===== config.mk =====
export PLATFORM = sky130hd
export DESIGN_NAME = sbus_irq_flag
export DESIGN_NICKNAME = d
export VERILOG_FILES = /design/src/rtl/sbif_pkg.sv /design/src/rtl/sbif_addr_hit.sv /design/src/rtl/sbif_set_logic.sv /design/src/rtl/sbif_clr_ctl.sv /design/src/rtl/sbif_flag_reg.sv /design/src/rtl/sbus_irq_flag.sv
export SDC_FILE = /design/constraint.sdc
export NUM_CORES = 1
export LEC_CHECK = 0
export ABC_CLOCK_PERIOD_IN_PS = 1900
export BUFFER_PORTS_ARGS = -buffer_cell sky130_fd_sc_hd__buf_2
export CAP_MARGIN = 10
export CORE_AREA = 3 3 40 42
export DETAILED_ROUTE_END_ITERATION = 16
export DIE_AREA = 0 0 43 45
export GPL_ROUTABILITY_DRIVEN = 0
export PLACE_DENSITY = 0.38
export SYNTH_ARGS = -nofsm -noshare
export SYNTH_HDL_FRONTEND = slang
export SYNTH_SLANG_ARGS = --single-unit

===== constraint.sdc =====
create_clock -name clk -period 1.9 [get_ports clk]
set_input_delay 0.285 -clock clk [delete_from_list [all_inputs] [get_ports clk]]
set_output_delay 0.285 -clock clk [all_outputs]
set_load 0.01 [all_outputs]

===== src/rtl/sbif_pkg.sv =====
package sbif_pkg;

   typedef enum logic [1:0] {
      SBIF_MASTER = 2'b00,
      SBIF_SLAVE  = 2'b01,
      SBIF_SYNC   = 2'b10,
      SBIF_IDLE   = 2'b11
   } sbif_mode_e;

   typedef struct packed {
      logic start;
      logic stop;
      logic rstart;
      logic sva_hit;
      logic gcall;
      logic xfer_done;
      logic arb_lost;
      logic nack;
      logic wait_ins;
   } sbif_evt_t;

   typedef struct packed {
      logic start_req;
      logic wait_en;
      logic ack_chk_en;
      logic stop_mask;
   } sbif_ctl_t;

endpackage


===== src/rtl/sbif_addr_hit.sv =====
module sbif_addr_hit #(
   parameter int NUM_SVA = 2
) (
   input  logic [NUM_SVA-1:0] match_i,
   output logic               hit_o
);
   localparam int CHAIN_W = NUM_SVA + 1;

   logic [CHAIN_W-1:0] chain;

   assign chain[0] = 1'b0;

   generate
      for (genvar g = 0; g < NUM_SVA; g++) begin : g_or
         assign chain[g+1] = chain[g] | match_i[g];
      end
   endgenerate

   assign hit_o = chain[CHAIN_W-1];
endmodule


===== src/rtl/sbif_set_logic.sv =====
module sbif_set_logic
   import sbif_pkg::*;
#(
   parameter bit SYNC_EN = 1'b1
) (
   input  sbif_mode_e mode_i,
   input  sbif_ctl_t  ctl_i,
   input  sbif_evt_t  evt_i,
   output logic       set_o
);
   logic nack_ok;
   logic mst_set;
   logic slv_set;
   logic syn_set;

   always_comb begin
      nack_ok = ctl_i.ack_chk_en & ~ctl_i.wait_en & evt_i.nack;
      mst_set = (evt_i.start & ctl_i.start_req)
              | (evt_i.wait_ins & ctl_i.wait_en)
              | evt_i.xfer_done
              | evt_i.arb_lost
              | nack_ok;
      slv_set = evt_i.sva_hit
              | evt_i.gcall
              | evt_i.rstart
              | evt_i.xfer_done
              | nack_ok
              | (evt_i.stop & ~ctl_i.stop_mask);
   end

   generate
      if (SYNC_EN) begin : g_sync
         assign syn_set = evt_i.xfer_done | evt_i.start;
      end else begin : g_nosync
         assign syn_set = 1'b0;
      end
   endgenerate

   always_comb begin
      unique case (mode_i)
         SBIF_MASTER: set_o = mst_set;
         SBIF_SLAVE:  set_o = slv_set;
         SBIF_SYNC:   set_o = syn_set;
         default:     set_o = 1'b0;
      endcase
   end
endmodule


===== src/rtl/sbif_clr_ctl.sv =====
module sbif_clr_ctl (
   input  logic clk,
   input  logic rst_n,
   input  logic flag_i,
   input  logic rd_i,
   input  logic wr_i,
   input  logic wbit_i,
   input  logic dma_i,
   input  logic txe_clr_i,
   output logic clr_o,
   output logic qual_o
);
   logic qual_q;
   logic qual_d;
   logic sw_clr;

   always_comb begin
      sw_clr = wr_i & ~wbit_i & qual_q;
      clr_o  = sw_clr | dma_i | txe_clr_i;
      if (clr_o)               qual_d = 1'b0;
      else if (rd_i && flag_i) qual_d = 1'b1;
      else if (!flag_i)        qual_d = 1'b0;
      else                     qual_d = qual_q;
   end

   always_ff @(posedge clk) begin
      if (!rst_n) qual_q <= 1'b0;
      else        qual_q <= qual_d;
   end

   assign qual_o = qual_q;
endmodule


===== src/rtl/sbif_flag_reg.sv =====
module sbif_flag_reg (
   input  logic clk,
   input  logic rst_n,
   input  logic set_i,
   input  logic clr_i,
   input  logic irq_en_i,
   output logic flag_o,
   output logic irq_o
);
   logic flag_q;

   always_ff @(posedge clk) begin
      if (!rst_n)     flag_q <= 1'b0;
      else if (set_i) flag_q <= 1'b1;
      else if (clr_i) flag_q <= 1'b0;
   end

   assign flag_o = flag_q;
   assign irq_o  = flag_q & irq_en_i;
endmodule


===== src/rtl/sbus_irq_flag.sv =====
module sbus_irq_flag
   import sbif_pkg::*;
#(
   parameter int NUM_SVA = 2,
   parameter bit SYNC_EN = 1'b1
) (
   input  logic               clk,
   input  logic               rst_n,
   input  logic [1:0]         mode_i,
   input  logic               start_req_i,
   input  logic               wait_en_i,
   input  logic               ack_chk_en_i,
   input  logic               stop_mask_i,
   input  logic               irq_en_i,
   input  logic               ev_start_i,
   input  logic               ev_stop_i,
   input  logic               ev_rstart_i,
   input  logic [NUM_SVA-1:0] ev_addr_match_i,
   input  logic               ev_gcall_i,
   input  logic               ev_xfer_done_i,
   input  logic               ev_arb_lost_i,
   input  logic               ev_nack_i,
   input  logic               ev_wait_i,
   input  logic               reg_rd_i,
   input  logic               reg_wr_i,
   input  logic               reg_wbit_i,
   input  logic               dma_acc_i,
   input  logic               txe_clr_i,
   output logic               flag_o,
   output logic               irq_o
);
   generate
      if (NUM_SVA < 1 || NUM_SVA > 4) begin : g_bad_sva
         $error("sbus_irq_flag: NUM_SVA must be 1..4");
      end
   endgenerate

   sbif_evt_t  evt;
   sbif_ctl_t  ctl;
   sbif_mode_e mode;
   logic       sva_hit;
   logic       set_w;
   logic       clr_w;
   logic       qual_w;

   assign mode = sbif_mode_e'(mode_i);

   sbif_addr_hit #(.NUM_SVA(NUM_SVA)) u_hit (
      .match_i (ev_addr_match_i),
      .hit_o   (sva_hit)
   );

   always_comb begin
      evt.start     = ev_start_i;
      evt.stop      = ev_stop_i;
      evt.rstart    = ev_rstart_i;
      evt.sva_hit   = sva_hit;
      evt.gcall     = ev_gcall_i;
      evt.xfer_done = ev_xfer_done_i;
      evt.arb_lost  = ev_arb_lost_i;
      evt.nack      = ev_nack_i;
      evt.wait_ins  = ev_wait_i;
      ctl.start_req  = start_req_i;
      ctl.wait_en    = wait_en_i;
      ctl.ack_chk_en = ack_chk_en_i;
      ctl.stop_mask  = stop_mask_i;
   end

   sbif_set_logic #(.SYNC_EN(SYNC_EN)) u_set (
      .mode_i (mode),
      .ctl_i  (ctl),
      .evt_i  (evt),
      .set_o  (set_w)
   );

   sbif_clr_ctl u_clr (
      .clk       (clk),
      .rst_n     (rst_n),
      .flag_i    (flag_o),
      .rd_i      (reg_rd_i),
      .wr_i      (reg_wr_i),
      .wbit_i    (reg_wbit_i),
      .dma_i     (dma_acc_i),
      .txe_clr_i (txe_clr_i),
      .clr_o     (clr_w),
      .qual_o    (qual_w)
   );

   sbif_flag_reg u_flag (
      .clk      (clk),
      .rst_n    (rst_n),
      .set_i    (set_w),
      .clr_i    (clr_w),
      .irq_en_i (irq_en_i),
      .flag_o   (flag_o),
      .irq_o    (irq_o)
   );
endmodule


==> impl_metrics.yaml, run 1 <==
clock_tree:
  ctsHoldBuffers: 0
  ctsResizeCount: 0
  post_cts_buffers: 0
  cts_max_path_buffers: 2
  path_clk_slew_ns: 0.03
  clockRootBuffer: "clkbuf_4"
  htree_levels: 1
  cts.sinks: 2
  cts_buffers: 3
  clock_latency_ns: 0.22
  cts_tree: "yes"
placement:
  io_buffers: 25
  placed_area_um2: 305.3
  dp_hpwl_um: 480.5
timing:
  setup_violations: 0
  fin_crit_ns: 1.070
  clock.fmax_mhz: 934.8
  tns_ns: 0
  final.setup_skew_ns: 0.002956
  finalCritPeriodShare_pct: 56.30
  rsz0062_at_grt: "false"
  maxSlewHeadroom_pct: 87.99
  tightest_slew_ns: 0.1787
  slew_viol_final: 0
  final_hold_viol_count: 0
critical_path:
  end_kind: "output port"
  cpMaxStageDelayCell: "dfxtp_1"
  critical_path.startpoint_type: "register"
  slowest_delay_ns: 0.32
  critPathArrivalTime_ns: 0.78
  required_ns: 1.62
  path_class: "reg2out"
  cp_cell_sequence: "and2_1 > buf_2"
  cp_max_fo: 3
routing:
  remaining_drc_errors: 0
  viasPerCell: 3.758
  drtPass1Iterations: 2
  via_count: 248
  wl_per_cell_um: 8.364
  final_antenna_net_count: 0
  wl_um: 552
  drtIter0Drc: 1
grt:
  grt_overflow: 0
  grt_max_degree: 4
  grt_pass1_vias: 254
  antenna_found_initial: 0
  grt.total_usage_pct: 6.561
  grt_pass1_wl_um: 855
power:
  ir_drop_mv: 0.09916
  p_total_mw: 0.1826
  powerDensity_nw_per_um2: 557.1
  leakage_nw: 0.1734
cells_and_area:
  syn_to_final_growth_pct: 103.1
  layout_common_cells: "buf_2, nor2_1, nand2_1, clkbuf_4"
  nNetsFinal: 77
  fin_area_um2: 327.8
  drive_above_1_share_pct: 58.82
  layout_commonest_cell: "buf_2"
  diodes: 0
status:
  status: "finished, final reports clean"
synthesis:
  yosysSeqAreaShare_pct: 24.81
  syn_nets: 47
  ys_seq_elements: 2
  synth.distinct_cells: 14
  yosysWarnings: 0
  synth_cells: 23
  postSynthAreaPerCell_um2: 7.018
  syn_area_um2: 161.4
floorplanning:
  num_rows: 13
  start_util_pct: 12.56
  ios: 26
  dieArea_um2: 1935
  die-width_um: 43
  core_area_um2: 1285
  die_h_um: 45
flow_run:
  cap_viol_max_count: 0
min_path:
  hold_class: "in2reg"
kinds of logic after synthesis:
logic type	Yosys count	synth area share, %
AND/OR/NAND/NOR	13	37.99
AO/OA/AOI/OAI	6	32.56
buffers and inverters	2	4.653
flip-flops	2	24.81
sequential cells by signal (all words and copies together), names as in the netlist:
signal         cells
u_clr.qual_o       1
u_flag.flag_o      1
worst max-delay path, delay by kind of cell, from the launching register on:
kind                   cells  cell delay, ns
and+or+nand+nor            1            0.12
buffers and inverters      1            0.12
DFF                        1            0.32
per-stage QoR:
step	hold WS (ns)	setup WS, ns	instances	utilization (%)
floorplan	0.3889	0.9989	23	-
global placement	0.4976	0.8439	63	23.76
detailed placement	0.5018	0.8172	63	23.76
CTS	0.2618	0.8085	66	25.51
global route	0.2812	0.7840	66	25.51
finish	0.2696	0.8303	66	25.51
metal layers:
layer  share of wire (%)  vias up  global-route usage, %  wire [um]
met5                   0        -                      0          0
met4                   0        0                  9.036          0
met3                  24        0                  3.187        131
met2                  39       26                  8.383        215
met1                  37       85                  6.699        205
li1                    -      137                      -          -
where the power goes:
part / switching (mW) / internal [mW]
Clock: 0.0240 / 0.0697
Combinational: 0.0170 / 0.0260
Sequential: 0.00125 / 0.0447
synth_stat cells:
| cell type | instances | area [um^2] |
|---|---|---|
| a211oi_2 | 2 | 25.02 |
| a21o_1 | 1 | 7.510 |
| and2_1 | 1 | 6.260 |
| dfxtp_1 | 2 | 40.04 |
| inv_1 | 2 | 7.510 |
| nand2_1 | 3 | 11.26 |
| nand2b_1 | 1 | 6.260 |
| nand3_1 | 1 | 5.000 |
| nand3b_1 | 1 | 7.510 |
| nand4_1 | 1 | 6.260 |
| nor2_1 | 5 | 18.77 |
| o211ai_1 | 1 | 7.510 |
| o21ai_0 | 1 | 5.000 |
| o31ai_1 | 1 | 7.510 |
final cells by class:
class / count / area, um^2
clock buffer: 3 / 22.52
multi-input combinational: 19 / 113.9
fill: 139 / 957.2
tap: 15 / 18.77
sequential: 2 / 40.04
inverter: 2 / 7.507
timing repair buffer: 25 / 125.1
worst paths after layout:
path	start	end	slack, ns	cells past startpoint
max	u_flag.flag_o	irq_o	0.83	2
min	mode_i[1]	u_flag.flag_o	0.27	2
max reg2reg	u_clr.qual_o	u_flag.flag_o	1.11	4
min reg2reg	u_flag.flag_o	u_clr.qual_o	0.50	2
Note: power is estimated with default switching activity, not from simulation.
==> run 2: changes to the inputs <==
ABC_AREA = 1   (was default)
ABC_CLOCK_PERIOD_IN_PS = 1050   (was 1900)
PLACE_DENSITY = 0.4   (was 0.38)
clock period = 1.05 ns   (was 1.9 ns; I/O delays follow)
==> impl_metrics.yaml, run 2 <==
status:
  status: "finished, final reports clean"
critical_path:
  critPathArrivalTime_ns: 0.75
  path_class: "reg2out"
  reg2reg_setup_slack_ns: 0.23
  critPathCapture: "irq_o"
  cp_max_fo: 3
  cp_cell_sequence: "nand2_1 > inv_1 > buf_2"
  critical_path.startpoint_type: "register"
  worstReg2RegEnd: "u_flag.flag_o"
  r2r_cells: 3
  crit_start: "u_flag.flag_o"
  required_ns: 0.89
  slowest_delay_ns: 0.32
  cpMaxStageDelayCell: "dfxtp_1"
  r2r_start: "u_flag.flag_o"
  end_kind: "output port"
power:
  powerDensity_nw_per_um2: 967.5
  leakage_nw: 0.2078
  ir_drop_mv: 0.1846
grt:
  met3_usage_pct: 1.195
  grt_max_degree: 4
  grt_pass1_vias: 267
  met1_usage_pct: 6.683
  met2_usage_pct: 9.281
  grt_pass1_wl_um: 890
  grt.total_usage_pct: 6.141
  grt_overflow: 0
  antenna_found_initial: 0
  top_usage_layer: "met2"
timing:
  slew_viol_final: 0
  clock.fmax_mhz: 1102
  fin_crit_ns: 0.9071
  finalCritPeriodShare_pct: 86.39
  maxSlewHeadroom_pct: 88.96
  setup_violations: 0
  final.setup_skew_ns: 0.002231
  tns_ns: 0
  rsz0062_at_grt: "false"
  final_hold_viol_count: 0
  tightest_slew_ns: 0.1644
cells_and_area:
  nNetsFinal: 83
  syn_to_final_growth_pct: 91.10
  diodes: 0
  layout_common_cells: "buf_2, nand2_1, inv_1, nor2_1, clkbuf_4"
  final_util_pct: 27.17
  drive_above_1_share_pct: 56.14
  layout_commonest_cell: "buf_2"
  fillCellCount: 160
routing:
  viasPerCell: 3.806
  drtIter0Drc: 1
  remaining_drc_errors: 0
  via_count: 274
  drtPass1Iterations: 2
  final_antenna_net_count: 0
  wl_per_cell_um: 7.792
  wl_um: 561
floorplanning:
  dieArea_um2: 1935
  die_h_um: 45
  core_area_um2: 1285
  die-width_um: 43
  num_rows: 13
  start_util_pct: 14.22
  ios: 26
clock_tree:
  clockRootBuffer: "clkbuf_4"
  post_cts_buffers: 0
  ctsResizeCount: 0
  path_clk_slew_ns: 0.03
  cts.sinks: 2
  cts_max_path_buffers: 2
  cts_buffers: 3
  ctsHoldBuffers: 0
  htree_levels: 1
  clock_latency_ns: 0.22
  cts_tree: "yes"
synthesis:
  synth.largest_area_cell: "dfxtp_1"
  yosysWarnings: 0
  syn_area_um2: 182.7
  syn_nets: 53
  yosys_most_used_dff: "dfxtp_1"
  synth-edff-count: 0
  synth_top_cell_area_share_pct: 21.92
  postSynthAreaPerCell_um2: 6.299
  yosysMostFrequentCell: "nand2_1"
  yosysSeqAreaShare_pct: 21.92
  synth_commonest_cells: "nand2_1, inv_1, nor2_1, dfxtp_1, nand3b_1"
  ys_seq_elements: 2
  synth.distinct_cells: 13
  async_flop_share_pct: 0
  synth_area_leaders: "dfxtp_1, nand2_1, inv_1, nor2_1, nand3b_1"
  synth_cells: 29
min_path:
  hold_class: "in2reg"
placement:
  io_buffers: 25
  dp_hpwl_um: 491.3
flow_run:
  cap_viol_max_count: 0
run 2: how the worst min path moves through the flow:
stage               startpoint            end  slack [ns]  cells past startpoint
floorplan                rst_n  u_flag.flag_o        0.28                      2
global placement         rst_n  u_flag.flag_o        0.40                      3
detailed placement       rst_n  u_flag.flag_o        0.41                      3
CTS                      rst_n  u_flag.flag_o        0.17                      3
global route             rst_n  u_flag.flag_o        0.18                      3
finish                   rst_n  u_flag.flag_o        0.18                      3
run 2: power by group:
part / total, mW / internal, mW / switching, mW
clock: 0.171 / 0.126 / 0.0448
combinational: 0.0847 / 0.0494 / 0.0353
sequential: 0.0820 / 0.0802 / 0.00176
run 2: layer usage:
layer  vias to the layer above  wire [um]
met2                        14        283
met1                       111        213
li1                        149          -
met5                         -          0
met3                         0         64
met4                         0          0
run 2: cell type report:
class,instances,area [um^2],area share [%]
Inverter,5,18.77,5.376
Multi-Input combinational cell,22,123.9,35.48
Sequential cell,2,40.04,11.47
Timing Repair Buffer,25,125.1,35.84
Clock buffer,3,22.52,6.452
Tap cell,15,18.77,5.376
run 2: cells by family (layout without fill, tap and decap cells):
kind of cell	after synthesis	in the layout	share of synthesized area (%)
buffers and inverters	5	33	10.28
AO/OA/AOI/OAI	3	3	13.70
AND/OR/NAND/NOR	19	19	54.11
flip-flops	2	2	21.92
run 2: per-stage QoR:
step           hold WS [ns]  instances  worst slack, ns  area (um^2)  power [mW]
5_1_grt              0.1811         72          0.06902        349.1      0.3580
3_5_place_dp         0.4095         69           0.2291        326.6      0.1687
3_3_place_gp         0.4043         69           0.2476        326.6      0.1679
6_report             0.1773         72           0.1429        349.1      0.3377
4_1_cts              0.1713         72           0.1240        349.1      0.3489
2_1_floorplan        0.2790         29           0.2187        182.7      0.1168
run 2: critical path: cells and delay by family, from the launching register on:
family,cells,cell delay [ns]
buf+inv,2,0.16
flops,1,0.32
simple gates,1,0.05
==> run 3: changes to the inputs <==
ABC_CLOCK_PERIOD_IN_PS = 800   (was 1050)
PLACE_DENSITY = 0.41   (was 0.4)
clock period = 0.8 ns   (was 1.05 ns; I/O delays follow)
==> impl_metrics.yaml, run 3 (same netlist as run 2, synthesis figures left out) <==
clock_tree:
  cts_max_path_buffers: 2
  clockRootBuffer: "clkbuf_4"
  cts_tree: "yes"
  cts_buffers: 3
  ctsResizeCount: 0
  cts.sinks: 2
  clock_latency_ns: 0.22
  htree_levels: 1
  post_cts_buffers: 0
  path_clk_slew_ns: 0.03
  ctsHoldBuffers: 0
grt:
  grt.total_usage_pct: 7.149
  antenna_found_initial: 0
  grt_pass1_vias: 287
  grt_max_degree: 4
  grt_pass1_wl_um: 986
  grt_overflow: 0
power:
  leakage_nw: 0.2081
  ir_drop_mv: 0.3362
  p_total_mw: 0.4383
  powerDensity_nw_per_um2: 1251
timing:
  fin_crit_ns: 0.8517
  final_hold_viol_count: 0
  tns_ns: -0.05168
  finalCritPeriodShare_pct: 106.5
  maxSlewHeadroom_pct: 88.06
  clock.fmax_mhz: 1174
  tightest_slew_ns: 0.1784
  rsz0062_at_grt: "true"
  setup_violations: 1
  setup_slack_ns: -0.05168
  final.setup_skew_ns: 0.001855
  slew_viol_final: 0
placement:
  dp_hpwl_um: 532.9
  post-place-ws_ns: 0.003946
  placed_area_um2: 327.8
  dp_cells: 69
  io_buffers: 25
critical_path:
  cp_max_fo: 3
  critical_path.startpoint_type: "register"
  end_kind: "output port"
  r2r_cells: 3
  required_ns: 0.68
  path_class: "reg2out"
  critPathArrivalTime_ns: 0.73
cells_and_area:
  diodes: 0
  syn_to_final_growth_pct: 91.78
  drive_above_1_share_pct: 57.89
  fin_area_um2: 350.3
  layout_commonest_cell: "buf_2"
  final_cells: 72
  nNetsFinal: 83
  layout_common_cells: "buf_2, nand2_1, inv_1, nor2_1, clkbuf_4"
  fillCellCount: 150
floorplanning:
  start_util_pct: 14.22
  die_h_um: 45
  die-width_um: 43
  dieArea_um2: 1935
  num_rows: 13
  ios: 26
  core_area_um2: 1285
status:
  violations: "negative setup slack"
  status: "finished, violations left"
routing:
  wl_um: 582
  wl_per_cell_um: 8.083
  viasPerCell: 3.806
  drtIter0Drc: 2
  drtPass1Iterations: 2
  via_count: 274
  final_antenna_net_count: 0
  remaining_drc_errors: 0
min_path:
  hold_depth: 3
  hold_class: "in2reg"
flow_run:
  cap_viol_max_count: 0
## run 3: final timing paths
path	startpoint	end	slack (ns)
setup reg to reg	u_clr.qual_o	u_flag.flag_o	0.01
hold / removal	rst_n	u_flag.flag_o	0.13
hold reg to reg	u_clr.qual_o	u_clr.qual_o	0.54
setup / recovery	u_flag.flag_o	irq_o	-0.05
## run 3: where the power goes
group / internal, mW / switching (mW)
Combinational: 0.0648 / 0.0459
Clock: 0.165 / 0.0537
Sequential: 0.106 / 0.00257
## run 3: critical path: stages, from the launching register on
cell     delay (ns)
dfxtp_2        0.32
nand2_1        0.04
inv_1          0.04
buf_2          0.11
## run 3: stage by stage
stage,hold WS (ns),util (%)
6_report,0.1336,27.26
3_5_place_dp,0.3603,25.51
4_1_cts,0.1263,27.26
5_1_grt,0.1325,27.26
3_3_place_gp,0.3571,25.51
2_1_floorplan,0.2341,-
## run 3: cell type report
class	instances	area, um^2	area share [%]
repair buffers	25	125.1	35.71
multi-input cells	22	123.9	35.36
flip-flops and latches	2	41.29	11.79
clock buffers	3	22.52	6.429
inverters	5	18.77	5.357
well taps	15	18.77	5.357
## run 3: routing by layer
layer  part of all wire (%)  up-vias  GRT usage [%]
met2                     47       17          12.28
met5                      0        -              0
met1                     40      108          6.715
met4                      0        0          7.229
met3                     12        0          1.992
li1                       -      149              -
